==> src/rtl/adc_scan_pkg.sv <==
package adc_scan_pkg;
  localparam int CH_W  = 3;
  localparam int CTL_W = 16;
  localparam logic [CH_W-1:0] CH_MAX = '1;
  localparam logic [CH_W-1:0] CH_ONE = {{(CH_W-1){1'b0}}, 1'b1};

  typedef enum logic [1:0] {
    SRC_SW   = 2'b00,
    SRC_EXT  = 2'b01,
    SRC_TMR  = 2'b10,
    SRC_NONE = 2'b11
  } src_e;

  typedef enum logic {
    ST_IDLE = 1'b0,
    ST_CONV = 1'b1
  } st_e;

  // channel that closes a pass; a reversed range closes on the first channel
  function automatic logic [CH_W-1:0] pass_end(input logic [CH_W-1:0] first,
                                               input logic [CH_W-1:0] last);
    return (first > last) ? first : last;
  endfunction

  function automatic logic [CH_W-1:0] step_chan(input logic [CH_W-1:0] ch);
    return ch + CH_ONE;
  endfunction

  // value the status field keeps once the sequencer stops
  function automatic logic [CH_W-1:0] park_status(input logic [CH_W-1:0] ch);
    return (ch == CH_MAX) ? '0 : ch;
  endfunction

  function automatic logic [CTL_W-1:0] pack_ctl(input logic [CH_W-1:0] stat,
                                                input logic busy,
                                                input logic run,
                                                input logic en);
    logic [CTL_W-1:0] w;
    w        = '0;
    w[14:12] = stat;
    w[10]    = busy;
    w[1]     = run;
    w[0]     = en;
    return w;
  endfunction
endpackage

==> src/rtl/adc_scan_ctlreg.sv <==
module adc_scan_ctlreg (
  input  logic       clk,
  input  logic       rst_n,
  input  logic       wr,
  input  logic [1:0] wdata,
  output logic       en_q,
  output logic       run_q,
  output logic       sw_go_q
);
  logic sw_rise;

  // a software launch needs start rising and enable set by the same write
  assign sw_rise = wr && wdata[1] && wdata[0] && !run_q;

  always_ff @(posedge clk) begin
    if (!rst_n) begin
      en_q    <= 1'b0;
      run_q   <= 1'b0;
      sw_go_q <= 1'b0;
    end else begin
      sw_go_q <= sw_rise;
      if (wr) begin
        run_q <= wdata[1];
        en_q  <= wdata[0];
      end
    end
  end
endmodule

==> src/rtl/adc_scan_trig.sv <==
module adc_scan_trig
  import adc_scan_pkg::*;
#(
  parameter int N_SRC = 2
) (
  input  logic             clk,
  input  logic             rst_n,
  input  logic [N_SRC-1:0] trig_in,
  input  logic [1:0]       src,
  output logic             hw_go
);
  logic [N_SRC-1:0] prev_q;
  logic [N_SRC-1:0] rise;

  for (genvar i = 0; i < N_SRC; i++) begin : g_edge
    always_ff @(posedge clk) begin
      if (!rst_n) prev_q[i] <= 1'b0;
      else        prev_q[i] <= trig_in[i];
    end
    assign rise[i] = trig_in[i] && !prev_q[i];
  end

  always_comb begin
    case (src_e'(src))
      SRC_EXT: hw_go = rise[0];
      SRC_TMR: hw_go = rise[1];
      default: hw_go = 1'b0;
    endcase
  end
endmodule

==> src/rtl/adc_scan_fsm.sv <==
module adc_scan_fsm
  import adc_scan_pkg::*;
(
  input  logic            clk,
  input  logic            rst_n,
  input  logic            en,
  input  logic            run,
  input  logic            cont,
  input  logic [CH_W-1:0] first,
  input  logic [CH_W-1:0] last,
  input  logic [1:0]      src,
  input  logic            sw_go,
  input  logic            hw_go,
  input  logic            conv_done,
  output logic            conv_start,
  output logic [CH_W-1:0] conv_chan,
  output logic            busy,
  output logic [CH_W-1:0] status,
  output logic            scan_launch,
  output logic            scan_finish
);
  st_e             st;
  logic [CH_W-1:0] chan;
  logic [CH_W-1:0] stat;
  logic [CH_W-1:0] nxt;
  logic            start_q;
  logic            go;
  logic            done_ok;
  logic            at_end;
  logic            step_next;

  assign go        = (st == ST_IDLE) &&
                     ((src_e'(src) == SRC_SW) ? sw_go : (hw_go && run));
  assign done_ok   = (st == ST_CONV) && conv_done && !start_q;
  assign at_end    = (chan == pass_end(first, last));
  assign step_next = done_ok && run && (!at_end || cont);
  assign nxt       = (go || at_end) ? first : step_chan(chan);

  assign scan_launch = en && (go || step_next);
  assign scan_finish = en && done_ok && !step_next;

  always_ff @(posedge clk) begin
    if (!rst_n) begin
      st      <= ST_IDLE;
      chan    <= '0;
      stat    <= '0;
      start_q <= 1'b0;
    end else if (!en) begin
      st      <= ST_IDLE;
      start_q <= 1'b0;
    end else begin
      start_q <= scan_launch;
      if (scan_launch) begin
        st   <= ST_CONV;
        chan <= nxt;
        stat <= nxt;
      end else if (scan_finish) begin
        st   <= ST_IDLE;
        stat <= park_status(chan);
      end
    end
  end

  assign conv_start = start_q;
  assign conv_chan  = chan;
  assign busy       = (st == ST_CONV);
  assign status     = stat;
endmodule

==> src/rtl/adc_scan_seq.sv <==
module adc_scan_seq
  import adc_scan_pkg::*;
(
  input  logic             clk,
  input  logic             rst_n,
  input  logic             ctl_wr,
  input  logic [1:0]       ctl_wdata,
  output logic [CTL_W-1:0] ctl_rdata,
  input  logic [CH_W-1:0]  cfg_first,
  input  logic [CH_W-1:0]  cfg_last,
  input  logic             cfg_cont,
  input  logic [1:0]       cfg_src,
  input  logic             ext_trig,
  input  logic             tmr_uflow,
  output logic             conv_start,
  output logic [CH_W-1:0]  conv_chan,
  input  logic             conv_done
);
  logic            en_q;
  logic            run_q;
  logic            sw_go;
  logic            hw_go;
  logic            busy;
  logic [CH_W-1:0] status;
  logic            scan_launch;
  logic            scan_finish;

  adc_scan_ctlreg u_ctl (
    .clk     (clk),
    .rst_n   (rst_n),
    .wr      (ctl_wr),
    .wdata   (ctl_wdata),
    .en_q    (en_q),
    .run_q   (run_q),
    .sw_go_q (sw_go)
  );

  adc_scan_trig #(.N_SRC(2)) u_trig (
    .clk     (clk),
    .rst_n   (rst_n),
    .trig_in ({tmr_uflow, ext_trig}),
    .src     (cfg_src),
    .hw_go   (hw_go)
  );

  adc_scan_fsm u_fsm (
    .clk         (clk),
    .rst_n       (rst_n),
    .en          (en_q),
    .run         (run_q),
    .cont        (cfg_cont),
    .first       (cfg_first),
    .last        (cfg_last),
    .src         (cfg_src),
    .sw_go       (sw_go),
    .hw_go       (hw_go),
    .conv_done   (conv_done),
    .conv_start  (conv_start),
    .conv_chan   (conv_chan),
    .busy        (busy),
    .status      (status),
    .scan_launch (scan_launch),
    .scan_finish (scan_finish)
  );

  assign ctl_rdata = pack_ctl(status, busy, run_q, en_q);
endmodule

==> config.mk <==
export PLATFORM = sky130hd
export DESIGN_NAME = adc_scan_seq
export DESIGN_NICKNAME = d
export VERILOG_FILES = /design/src/rtl/adc_scan_pkg.sv /design/src/rtl/adc_scan_ctlreg.sv /design/src/rtl/adc_scan_trig.sv /design/src/rtl/adc_scan_fsm.sv /design/src/rtl/adc_scan_seq.sv
export SDC_FILE = /design/constraint.sdc
export NUM_CORES = 1
export LEC_CHECK = 0
export BUFFER_PORTS_ARGS = -buffer_cell sky130_fd_sc_hd__buf_4
export CORE_MARGIN = 1.5
export CORE_UTILIZATION = 30
export DETAILED_ROUTE_END_ITERATION = 12
export PLACE_DENSITY_LB_ADDON = 0.08
export REMOVE_ABC_BUFFERS = 1
export SETUP_SLACK_MARGIN = 0.15
export SLEW_MARGIN = 5
export SYNTH_ARGS = -nofsm -noshare
export SYNTH_HDL_FRONTEND = slang
export SYNTH_SLANG_ARGS = --single-unit
==> constraint.sdc <==
create_clock -name clk -period 1.95 [get_ports clk]
set_input_delay 0.195 -clock clk [delete_from_list [all_inputs] [get_ports clk]]
set_output_delay 0.195 -clock clk [all_outputs]
set_load 0.02 [all_outputs]
### Yosys cells after proc, flatten, opt, wreduce, memory -nomap -nowiden

Cells that the tools add are included.
Widths: inputs -> output; s select.

* add/subtract/negate cells: 1
* muxes and demuxes: 9
* equality and inequality tests: 4
* bitwise gates (word level): 1
* reduce and logical (&&, ||, !) cells: 28
* order comparisons: 1

Operator list (count)
* $mux 3: 5
* $logic_and 1x1->1: 14
* $logic_not 1->1: 6
* $reduce_and 2->1: 3
* $add 3x1->3 const B: 1
* $eq 3x3->1: 1
* $eq 3x3->1 const B: 1
* $gt 3x3->1: 1
* $logic_or 1x1->1: 3
* $mux 1: 3
* $eq 2x1->1 const B: 1
* $eq 2x2->1 const B: 1
* $logic_not 2->1: 1
* $pmux 1 s2: 1
* $reduce_bool 2->1: 1
* $not 1->1: 1

* register bits after elaboration: 13
* output and inout port bits: 20

### Depth between registers and ports, before layout

Gate-level depths: netlist of run 1.

* depth in word-level cells: 10
* mapped depth: 9
* depth with buffers taken out: 9

### Cells and area by module

Synthesis of run 1 repeated with hierarchy kept, for this count alone.

* cell total of the unflattened synthesis: 144
* area, all modules: 1197.4 sq um

Modules (own cells, without submodules)
* adc_scan_fsm: instances 1, sequential area each 160.2 sq um, area an instance 888.4 sq um, cells each 110
* adc_scan_trig: instances 1, sequential area each 40.0 sq um, area an instance 105.1 sq um, cells each 11
* adc_scan_ctlreg: instances 1, sequential area each 60.1 sq um, area an instance 102.6 sq um, cells each 9
* adc_scan_seq: instances 1, sequential area each 0.0 sq um, area an instance 101.3 sq um, cells each 14

### Least setup slack after synthesis of run 1

No wires, ideal clock.

* path type: input -> register
* from: input port cfg_last[1]
* to: register u_fsm.chan[1] (netlist: u_fsm.conv_chan[1])
* buffers on the path: 0
* stages: 9
* required time: 1.834 ns
* data arrival time: 1.991 ns
* path slack: -0.158 ns
* path through: inv_1 -> ha_1 -> nor2b_4 -> nor3_2 -> or4b_1 -> nand3_2 -> o31ai_4 -> mux2_4 -> o211a_1

* longest elaborated chain between the ends: 9
* elaborated cells between the ends (all ways): 11
* those cells by class: 1 x order compare; 1 x eq/ne; 2 x mux; 7 x reduce/logical

Ends and longest elaborated chain
* start, declared: RTL line adc_scan_seq.sv:10 `input logic [CH_W-1:0] cfg_last,`
* $gt 3x3->1: RTL line adc_scan_pkg.sv:22 `return (first > last) ? first : last;`
* $mux 3 *: RTL line adc_scan_pkg.sv:22
* $eq 3x3->1 *: RTL line adc_scan_fsm.sv:35 `assign at_end = (chan == pass_end(first, last));`
* $logic_not 1->1: RTL line adc_scan_fsm.sv:36 `assign step_next = done_ok && run && (!at_end || cont);`
* $logic_or 1x1->1: RTL line adc_scan_fsm.sv:36
* $logic_and 1x1->1: RTL line adc_scan_fsm.sv:36
* $logic_or 1x1->1: RTL line adc_scan_fsm.sv:39 `assign scan_launch = en && (go || step_next);`
* $logic_and 1x1->1: RTL line adc_scan_fsm.sv:39
* $reduce_and 2->1 (no source line)
* end signal, assigned: RTL line adc_scan_fsm.sv:55 `chan <= nxt;`
* end, declared: RTL line adc_scan_fsm.sv:23 `logic [CH_W-1:0] chan;`

Mark *: on every way between the ends. The rest lies on a longest branch, timed or not.
A chain may end at the register's enable or synchronous reset.

### Worst setup path after layout of run 1

Same ends and word-level chain as after synthesis.

==> results of run 1 <==
-- per-layer routing --
metal,wire length (um),vias up,global-route usage (%)
met1,1136,439,18.35
met4,16,0,2.736
met2,1137,23,20.09
met5,0,-,0
met3,123,2,4.969
li1,-,491,-
-- logic make-up after synthesis --
| kind of cell | count (synthesis) |
|---|---|
| AOI/OAI and AO/OA | 28 |
| muxes | 5 |
| and+or+nand+nor | 41 |
| DFF | 13 |
| buffers and inverters | 21 |
| adders and majority gates | 9 |
| other | 1 |
-- cell usage after synthesis, types with 2 or more instances --
cell type / instances
o211a_1: 3
nand2b_1: 5
o21ai_0: 3
nor2_1: 7
inv_1: 7
o22ai_1: 3
nor2b_1: 8
or4b_1: 2
mux2i_1: 4
and2_1: 2
o21a_1: 4
a31oi_1: 2
ha_1: 9
a21oi_1: 2
nand3b_1: 2
dfxtp_1: 13
nand2_1: 9
buf_4: 13
o221ai_1: 2
-- timing repair --
item,in CTS,in global routing
pin swaps,10,12
gates resized for setup,18,15
cloned,1,0
setup buffers,5,0
hold buffers,0,0
endpoints found under the setup margin,6,8
-- stage by stage --
step	util [%]	cell area (um2)
6_report	46.61	1555
2_1_floorplan	-	974.7
5_1_grt	46.61	1555
3_3_place_gp	40.16	1340
3_5_place_dp	40.16	1340
4_1_cts	44.66	1490
-- critical path, stage by stage --
cell and delay (ns):
buf_8 0.08, inv_4 0.03, ha_4 0.27, nor2b_4 0.17, nor3_4 0.05, or4b_4 0.52
nand3_4 0.12, buf_6 0.11, o311ai_4 0.11, buf_6 0.16, buf_6 0.11, o211a_1 0.18
-- cells in the final DEF (no fill, tap or decap), types with 3 or more instances in the layout --
master    count
clkbuf_4      3
nor2_1        6
mux2i_1       3
buf_6         6
o211a_1       3
inv_1         4
ha_4          3
o21a_1        4
nand2b_1      5
conb_1       10
nor2b_1       8
nand2_1       7
dfxtp_1      10
buf_4        39
dfxtp_2       3
o21ai_0       3
ha_1          6
-- sequential cells by signal, summed over array words and instances (netlist names) --
signal	count
u_trig.prev_q	2
u_ctl.en_q	1
u_ctl.run_q	1
u_fsm.status	3
u_fsm.conv_start	1
u_fsm.conv_chan	3
u_ctl.sw_go_q	1
u_fsm.busy	1
-- worst max path at each step --
stage	slack (ns)	cells past startpoint	start	to
after floorplan	-0.16	9	cfg_last[1]	u_fsm.conv_chan[1]
after global placement	-0.34	9	cfg_first[2]	u_fsm.conv_chan[1]
after detailed placement	-0.34	9	cfg_first[2]	u_fsm.status[1]
after CTS	0.001	12	cfg_last[1]	u_fsm.conv_chan[1]
after global routing	-0.03	12	cfg_last[1]	u_fsm.conv_chan[1]
final	0.02	12	cfg_last[1]	u_fsm.conv_chan[1]
-- power by group --
group	leakage, nW	internal (W)	switching [W]
clock	0.0150	0.0000794	0.0000897
sequential	0.107	0.000271	0.00000485
combinational	0.611	0.000129	0.000122
total	0.733	0.000480	0.000217
-- layout make-up --
class,count,area (um2),share of cell area (%)
clock buffer,4,26.28,1.689
inverter,7,28.78,1.850
multi-input combinational,93,798.3,51.33
sequential,13,264.0,16.98
tap,46,57.56,3.701
timing repair buffer,47,380.4,24.46
==> flow_metrics.tcl, run 1 <==
set metrics [dict create \
    n_fill_cell 342 \
    setup_viol 0 \
    fin_crit_sh_pct 98.86 \
    reg2reg_depth 7 \
    clock_sinks 13 \
    grt_pass1_vias 830 \
    holdCritStartpoint "ext_trig" \
    instances_no_fill 210 \
    criticalPathCategory "in2reg" \
    ys_ff_latch 13 \
    rsz0062_at_grt "yes" \
    synth_top_area_share_pct 24.97 \
    critPathArrivalTime_ns 2.10 \
    hold_path_depth 2 \
    yosysUniqueCellTypes 37 \
    worstHoldEndpoint "u_trig.prev_q[0]" \
    rows 21 \
    avgRoutedWirePerCell_um 11.49 \
    tritoncts "done" \
    synthAdderAreaFrac_pct 10.80 \
    diodes 0 \
    overflow 0 \
    syn_area_um2 1042 \
    r2r_slack_ns 0.10 \
    static-leakage-power_nw 0.7335 \
    async_reset_ff_share_pct 0 \
    die_w_um 61.94 \
    seq_area_frac_synth_pct 24.97 \
    yosys-top-cells-area "dfxtp_1, ha_1, buf_4" \
    cts_htree_levels 1 \
    finalHoldViolCount 0 \
    gp_congestion 0.7668 \
    dieArea_um2 3837 \
    hold_path.class "in2reg" \
    synthMuxAreaShare_pct 5.282 \
    grt_max_degree 14 \
    clock_path_buffers 2 \
    grtUsageTotal_pct 13.38 \
    synth_edf_count 0 \
    synthXorXnorAreaFrac_pct 0 \
    vias 955 \
    grt_pass1_wl_um 3760 \
    dpl_worst_slack_ns -0.3418 \
    fin_setup_tns_ns 0 \
    finalMaxSlewViolations 0 \
    io_buffers 26 \
    status "finished, final reports clean" \
    avgSynthCellArea_um2 8.833 \
    drt-initial-drc-count 26 \
    cts_inserted_buffers 3 \
    drt-pass1-iter-count 4 \
    ir_drop_uv 259.7 \
    synth_compound_area_share_pct 23.05 \
    drc 0 \
    whs_ns 0.1290 \
    r2r-end "u_fsm.conv_chan[1]" \
    synth-simple-area-share_pct 23.29 \
    r2r-start "u_trig.prev_q[1]" \
    chipHeight_um 61.94 \
    start_util_pct 31.23 \
    synthCells 118 \
    startpoint_type "input port" \
    insertion_delay_ns 0.28 \
    synth_largest_area_cell "dfxtp_1" \
    clk_pin_slew_ns 0.08 \
    final_antenna_net_count 0 \
    synth_top_family_by_area "simple AND/OR/NAND/NOR gates" \
    area_growth_pct 49.22 \
    setup_slack_ns 0.02232 \
    io_pins 37 \
    end_kind "flip-flop" \
    max_cap_violations 0 \
    cp_max_fo 5 \
    coreArea_um2 3337 \
    fin_skew_ns 0.004119 \
    power_density_nw_per_um2 448.0 \
    antenna_found_initial 0 \
    dp_cells 200 \
    yosys_warnings 0 \
    root_buffer "clkbuf_4" \
    dp_hpwl_um 1854 \
    fin_nets 191 \
    fin_crit_ns 1.928 \
    wl_um 2413 \
    vias_per_cell 4.548 \
    required_ns 2.12 \
    p_total_w 0.0006968 \
    max_freq_ghz 0.5188 \
    layout-drive-gt1-share_pct 46.95 \
    ys.flop_type "dfxtp_1" \
]
No activity file was read; power rests on OpenSTA's default activity.
==> run 2, diff against run 1 <==
--- a/config.mk
+++ b/config.mk
@@ -7,7 +7,7 @@
 export LEC_CHECK = 0
 export BUFFER_PORTS_ARGS = -buffer_cell sky130_fd_sc_hd__buf_4
 export CORE_MARGIN = 1.5
-export CORE_UTILIZATION = 30
+export CORE_UTILIZATION = 25
 export DETAILED_ROUTE_END_ITERATION = 12
 export PLACE_DENSITY_LB_ADDON = 0.08
 export REMOVE_ABC_BUFFERS = 1
==> run 2 against run 1 <==
  * Global-route usage is 1.2 points lower
  * Via count is 0.73% higher
  * Clock power is 41% higher
  * Utilization is 6.6 points lower
  * Fmax is 1.2% higher
  * Clock-buffer cell count is 1 lower
  * Final area is 3.0% higher
  * Combinational power is 6% higher
  * Sequential share of layout area is 0.73 points lower
  * Critical endpoint unchanged
  * Largest cell class unchanged
  * Highest routed layer unchanged
==> flow_metrics.tcl, run 2 (synthesis gave the netlist of run 1 again) <==
set metrics [dict create \
    fin_crit_ns 1.905 \
    layout_commonest_cell "buf_4" \
    crit_chain "buf_4 > inv_1 > ha_1 > nand3_2 > o21ai_4 > or4b_4 > nand3_4 > o31ai_4 > mux2_4 > o211a_1" \
    whs_ns 0.1660 \
    slowest_stage "or4b_4" \
    wl_um 2527 \
    area_growth_pct 53.66 \
    vias_per_cell 4.474 \
    combPwrFrac_pct 34.1 \
    fin_skew_ns 0.004277 \
    fin_crit_sh_pct 97.67 \
    startpoint_type "input port" \
    antenna_found_initial 0 \
    max_freq_ghz 0.5250 \
    setup_slack_ns 0.04538 \
    drc 0 \
    drt-initial-drc-count 26 \
    clock_sinks 13 \
    drt-pass1-iter-count 4 \
    p_total_w 0.0007830 \
    grtUsageTotal_pct 12.18 \
    status "finished, final reports clean" \
    n_fill_cell 415 \
    clk_pin_slew_ns 0.06 \
    grt_pass1_vias 971 \
    criticalPathCategory "in2reg" \
    vias 962 \
    diodes 0 \
    seqCellArea_um2 260.3 \
    finalMaxSlewViolations 0 \
    finalHoldViolCount 0 \
    postCtsHoldBufs 0 \
    crit_family "simple AND/OR/NAND/NOR gates" \
    insertion_delay_ns 0.24 \
    gp_congestion 0.7365 \
    dp_cells 205 \
    worstHoldEndpoint "u_trig.prev_q[0]" \
    layout-drive-gt1-share_pct 46.06 \
    clock_path_buffers 2 \
    max_cap_violations 0 \
    cp.buffers_inverters 2 \
    rows 23 \
    io_buffers 26 \
    fin_nets 192 \
    die_w_um 67.57 \
    required_ns 2.09 \
    cp_max_fo 5 \
    switchingPower_w 0.0002361 \
    root_buffer "clkbuf_8" \
    postLayoutCoreUtil_pct 40.04 \
    dpl_worst_slack_ns -0.3363 \
    multi_input_area_um2 825.8 \
    tritoncts "done" \
    cts_htree_levels 1 \
    static-leakage-power_nw 0.7529 \
    cpPeakStageDelay_ns 0.50 \
    avgRoutedWirePerCell_um 11.75 \
    chipHeight_um 67.57 \
    internal-power_w 0.0005469 \
    dieArea_um2 4565 \
    layout_common_cells "buf_4, dfxtp_1, conb_1" \
    start_util_pct 26.06 \
    overflow 0 \
    power.share.switching_pct 30.15 \
    p_clk_share_pct 30.5 \
    power_density_nw_per_um2 488.9 \
    setup_viol 0 \
    grt_max_degree 14 \
    cts_inserted_buffers 3 \
    end_kind "flip-flop" \
    holdCritStartpoint "ext_trig" \
    r2r_slack_ns 0.09 \
    final_antenna_net_count 0 \
    grt_pass1_wl_um 4284 \
    r2r-start "u_trig.prev_q[0]" \
    ir_drop_uv 225.5 \
    rsz0062_at_grt "yes" \
    hold_path.class "in2reg" \
    critPathArrivalTime_ns 2.04 \
    power_frac_seq_pct 35.4 \
    instances_no_fill 215 \
    dp_hpwl_um 1901 \
    io_pins 37 \
    reg2reg_depth 9 \
    coreArea_um2 4000 \
    hold_path_depth 2 \
    r2r-end "u_fsm.status[2]" \
]
[run 2: changes by cell type in the layout (fill, tap and decap cells not counted), moves of 2 or more]
cell	previous run	this run
buf_4	39	42
clkbuf_4	3	0
clkbuf_8	0	3
dfxtp_1	10	13
dfxtp_2	3	0
buf_6	6	4
o221ai_1	2	0
o221ai_2	0	2
o22ai_1	2	0
[run 2: power groups by stage]
| stage | clock network, W | registers, W | logic (W) |
|---|---|---|---|
| global route | 0.000271 | 0.000278 | 0.000290 |
| detailed placement | 0 | 0.000282 | 0.000191 |
| floorplan | 0 | 0.000285 | 0.000106 |
| global placement | 0 | 0.000282 | 0.000192 |
| CTS | 0.000253 | 0.000277 | 0.000239 |
| finish | 0.000238 | 0.000277 | 0.000267 |
[run 2: worst register-to-register path, cell delays in order, from the launching register on]
cell	delay, ns
dfxtp_1	0.29
nand3b_1	0.14
a211o_1	0.33
a21o_2	0.22
nand4b_1	0.11
buf_6	0.12
o31ai_1	0.07
buf_4	0.14
a32oi_1	0.12
a21bo_1	0.21
[run 2: worst max-delay path by stage]
| stage | from | slack (ns) | cells after the start | end |
|---|---|---|---|---|
| finish | cfg_first[0] | 0.05 | 10 | u_fsm.conv_chan[1] |
| global route | u_trig.prev_q[0] | -0.02 | 9 | u_fsm.status[2] |
| CTS | u_trig.prev_q[1] | 0.06 | 9 | u_fsm.status[2] |
| detailed placement | cfg_last[2] | -0.34 | 11 | u_fsm.status[1] |
| global placement | cfg_last[2] | -0.35 | 11 | u_fsm.status[1] |
| floorplan | cfg_last[1] | -0.16 | 9 | u_fsm.conv_chan[1] |
[run 2: layout make-up]
type                    instances  share of cell area, %
multi-input cells              94                  51.56
flip-flops and latches         13                  16.25
well taps                      50                  3.906
clock buffers                   3                  2.578
inverters                       7                  1.953
clock inverters                 1                 0.3125
repair buffers                 47                  23.44
[run 2: per-layer routing]
metal / vias up / GRT usage, % / wire length [um]
li1: 497 / - / -
met1: 441 / 16.05 / 1241
met2: 20 / 19.61 / 1171
met3: 4 / 3.667 / 101
met4: 0 / 2.296 / 12
met5: - / 0 / 0
[run 2: metrics by stage]
| step | area (um2) | TNS [ns] |
|---|---|---|
| 2_1_floorplan | 974.7 | -0.2803 |
| 3_3_place_gp | 1353 | -1.975 |
| 3_5_place_dp | 1353 | -1.889 |
| 4_1_cts | 1530 | 0 |
| 5_1_grt | 1602 | -0.03021 |
| 6_report | 1602 | 0 |
[run 2: repair_timing]
item / in CTS / in global routing
endpoints found under the setup margin: 6 / 6
cloned: 1 / 0
pin swaps: 14 / 7
buffers inserted: 3 / 2
resized for setup: 17 / 12
